`src/rtl/rb_layer_pick.sv`:
```
module rb_layer_pick #(
  parameter int N_LAYERS = 4,
  parameter int ID_W     = 2,
  parameter int SIZE_W   = 10,
  localparam int IDX_W   = (N_LAYERS > 1) ? $clog2(N_LAYERS) : 1
) (
  input  logic [IDX_W-1:0]           idx,
  input  logic [N_LAYERS-1:0]        consume_all,
  input  logic [N_LAYERS*ID_W-1:0]   id_all,
  input  logic [N_LAYERS*SIZE_W-1:0] need_all,
  output logic                       sel_consume,
  output logic [ID_W-1:0]            sel_id,
  output logic [SIZE_W-1:0]          sel_need
);
  logic [ID_W-1:0]   id_arr   [N_LAYERS];
  logic [SIZE_W-1:0] need_arr [N_LAYERS];

  for (genvar k = 0; k < N_LAYERS; k++) begin : g_split
    assign id_arr[k]   = id_all[k*ID_W +: ID_W];
    assign need_arr[k] = need_all[k*SIZE_W +: SIZE_W];
  end

  always_comb begin
    sel_consume = consume_all[idx];
    sel_id      = id_arr[idx];
    sel_need    = need_arr[idx];
  end
endmodule

```
`config.mk`:
```
export PLATFORM = sky130hd
export DESIGN_NAME = rb_layer_pick
export DESIGN_NICKNAME = d
export VERILOG_FILES = /design/src/rtl/rb_layer_pick.sv
export SDC_FILE = /design/constraint.sdc
export NUM_CORES = 1
export LEC_CHECK = 0
export ABC_AREA = 1
export BUFFER_PORTS_ARGS = -buffer_cell sky130_fd_sc_hd__buf_2
export CORE_MARGIN = 2
export CORE_UTILIZATION = 40
export DETAILED_ROUTE_END_ITERATION = 6
export GPL_TIMING_DRIVEN = 0
export PLACE_DENSITY = 0.88
export SYNTH_ARGS = -nofsm -noshare
export SYNTH_HDL_FRONTEND = slang
export SYNTH_SLANG_ARGS = --single-unit
```
`constraint.sdc`:
```
create_clock -name vclk -period 1
set_input_delay 0.1 -clock vclk [all_inputs]
set_output_delay 0.1 -clock vclk [all_outputs]
set_load 0.01 [all_outputs]
```
# --- Word level (Yosys, flattened, before mapping) ---
# Index checks and enable logic that the tools add are counted.
word_totals:
  register_bits: 0
  inputBits: 54
  output_inout_bits: 13
  word_cells: 11
op_classes:
  order_cmp: 2
  n_mux: 8
  n_bitwise: 1
op_table:
  columns: ["cell", "count"]
  rows:
  - ["$bmux 10 s2", 1]
  - ["$mux 10", 2]
  - ["$bmux 2 s2", 1]
  - ["$mux 2", 2]
  - ["$ge 3x3->1 const B", 1]
  - ["$lt 2x3->1 const B", 1]
  - ["$not 2->3", 1]
  - ["$bmux 1 s2", 1]
  - ["$mux 1", 1]

# --- Longest topological paths before layout ---
logic_depth:
  depth_word: 4
  depth_mapped: 6

# --- Worst setup path before layout ---
# Ideal clock, no wire load.
synth_timing:
  path_type: "in2out"
  from: "input idx[0]"
  to: "output sel_id[1]"
  arrival_ns: 0.604
  t_required_ns: 0.900
  slack_ns: 0.296
  path_stages: 6
  path_cell_list: "buf_6 > inv_6 > buf_8 > nand2_1 > nand3_1 > nand2_1"
synth_via:
  elab_chain_cells: 4
synth_lines:
  columns: ["item", "line_no", "source"]
  rows:
  - ["start: declaration", "7", "input logic [IDX_W-1:0] idx,"]
  - ["$not 2->3 (not written as such)", "25", "sel_id = id_arr[idx];"]
  - ["$bmux 2 s2", "25", null]
  - ["$mux 2 (not written as such) (2 in series)", "25", null]
  - ["end: declaration", "12", "output logic [ID_W-1:0] sel_id,"]
# Every way passes these cells. The select of a mux whose other input is x is not followed.

# --- Worst setup path after layout ---
layout_timing:
  from: "input idx[1]"
  to: "output sel_need[8]"
layout_via:
  elab_chain_cells: 4
layout_lines:
  columns: ["item", "line_no", "source"]
  rows:
  - ["$not 2->3 (not written as such)", "26", "sel_need = need_arr[idx];"]
  - ["$bmux 10 s2", "26", null]
  - ["$mux 10 (not written as such) (2 in series)", "26", null]
  - ["end: declaration", "13", "output logic [SIZE_W-1:0] sel_need"]
# Every way passes these cells. The select of a mux whose other input is x is not followed.

==> results.tsv <==
stage	metric	value	unit
run_status	status	completed	
layout	multi_input_area	394.1	um2
global_route	grt_pass1_wl	3318	um
power_and_ir_drop	power	0.4065	mW
critical_path	critPathBufInv	4	
floorplanning	rows	14	
timing	period_share	86.94	%
layout	final_core_util	67.00	%
layout	seq_area	0	um2
critical_path	path_cells	buf_2, inv_1, buf_6, nand3_1, nand2_1, buf_2	
timing	period_needed	0.8694	ns
timing	fmax	1150	MHz
power_and_ir_drop	p_sw_share	50.29	%
job	drv_cap	0	
layout	num-clock-buffers	0	
layout	diodes	0	
timing	max_slew.worst_pin.slew	0.1931	ns
critical_path	cpLargestDelayFamily	buffers and inverters	
layout	final_area	0.001021	mm2
floorplanning	die_h	44.76	um
synthesis	synth_seq_area_share	0	%
global_route	grt_usage	20.66	%
detailed_routing	drt_iter0_markers	8	
critical_path	crit_end	sel_need[8]	
critical_path	critPathMaxStageDelay	0.16	ns
power_and_ir_drop	ir_worst_vdd	0.2278	mV
power_and_ir_drop	clkPwrFrac	0	%
critical_path	worst-path-stages	6	
detailed_routing	vias	981	
timing	report.final.slew_viol_count	0	
synthesis	synth-compound-area-share	0	%
synthesis	synth_top_area_share	32.20	%
timing	fin_ws	0.1306	ns
layout	final_cells	234	
synthesis	synth_top_family_by_area	simple AND/OR/NAND/NOR gates	
timing	slew_headroom	87.13	%
global_route	overflow	0	
floorplanning	ios	67	
detailed_routing	vias_per_cell	4.192	
global_route	antenna_found_initial	0	
synthesis	synthAdderAreaFrac	0	%
power_and_ir_drop	p_seq_share	0	%
power_and_ir_drop	p_switching	0.2044	mW
detailed_routing	ant_nets	0	
detailed_routing	drc_errors	0	
place	place_inst	234	
floorplanning	fp.dieArea	0.002003	mm2
synthesis	synth_mux_area_share	0	%
layout	nFillCells	172	
global_route	grt_pass1_vias	876	
floorplanning	core_area	0.001524	mm2
layout	syn2layout_area_growth	53.67	%
synthesis	netlist_area	664.4	um2
critical_path	crit_top_cell	buf_2	
critical_path	critPathKind	in -> out	
synthesis	ys_warn_count	0	
timing	fin_setup_tns	0	ns
critical_path	startpoint	idx[1]	
synthesis	synth_area_per_cell	4.371	um2
layout	layout-drive-gt1-share	37.61	%
synthesis	syn_inst	152	
layout	final_nets	274	
timing	holdWs	0.5637	ns
power_and_ir_drop	p_per_area	398.2	mW/mm2
power_and_ir_drop	p_int	0.2021	mW
critical_path	path_max_fanout	10	
synthesis	synthXorXnorAreaFrac	0	%
critical_path	end_kind	output pin	
clock_tree	hold_buffers	0	
synthesis	synth_nets	206	
power_and_ir_drop	p_leak	0.8102	nW
place	gp_congestion	0.7023	
global_route	grt_max_degree	11	
timing	finalSetupViolations	0	
place	place_area	0.001015	mm2
place	port_buffers	66	
synthesis	synth.most_common_cell	nand2_1	
timing	rsz0062_at_grt	false	
timing	finalHoldViolCount	0	
worst_hold_path	hp-class	in -> out	
critical_path	cp_data_required_time	0.90	ns
place	dp_hpwl	1538	um
floorplanning	start_util	43.60	%
synthesis	yosysTopAreaCell	nand2_1	
detailed_routing	drt_wl_total	1875	um
detailed_routing	drtPass1Iterations	4	
synthesis	synth.distinct_cells	9	
synthesis	yosys.area_share.simple	59.32	%
power_and_ir_drop	combPwrFrac	100.0	%
critical_path	start_kind	input port	
critical_path	arrival	0.77	ns
place	preCtsSetupSlack	0.04911	ns
floorplanning	die_w	44.76	um
synthesis	synthTopCellsByArea	nand2_1 (32%), inv_1 (30%), nand3_1 (20%)	
layout	seq_cells	0	
synthesis	synthTopCellsByCount	nand2_1 (57), inv_1 (53), nand3_1 (26), nand2_2 (8)	
detailed_routing	wl_per_cell	8.013	um
critical_path	crit_slowest_cell	buf_6	
[power by group through the flow]
stage	Clock (mW)	Sequential [mW]	Combinational, mW
2_1_floorplan	0	0	0.231
3_3_place_gp	0	0	0.400
3_5_place_dp	0	0	0.406
4_1_cts	0	0	0.408
5_1_grt	0	0	0.467
6_report	0	0	0.407
[what timing repair did]
action	CTS	global route
resized for setup	0	3
buffers inserted	0	0
hold endpoints to repair	0	0
endpoints found under the setup margin	0	10
[cells in the final DEF (no fill, tap or decap), drive strengths merged]
cell,instances
buf,73
nand2,65
inv,54
nand3,26
[routing by layer]
layer	global-route usage, %	share of wire (%)	up-vias
met2	39.71	51	44
met1	26.51	42	384
met3	0.4000	7.1	0
met5	0	0	-
li1	-	-	553
met4	1.212	0	0
[cell type report]
class | instances | area share, %
tap | 16 | 1.961
multi-input combinational | 91 | 38.60
buffer | 7 | 6.740
timing repair buffer | 66 | 32.35
inverter | 54 | 20.34
[worst min-delay path by stage]
stage | from | end | slack, ns | cells after the start
finish | idx[1] | sel_id[1] | 0.56 | 4
global route | need_all[3] | sel_need[3] | 0.61 | 6
CTS | idx[1] | sel_id[1] | 0.57 | 4
detailed placement | idx[1] | sel_id[1] | 0.57 | 4
global placement | idx[1] | sel_id[1] | 0.57 | 4
floorplan | idx[1] | sel_consume | 0.34 | 2
[kinds of logic (layout without fill, tap and decap cells)]
logic type	after synthesis	in the layout
simple gates	91	91
buf+inv	61	127
(Power assumes the default switching activity.)
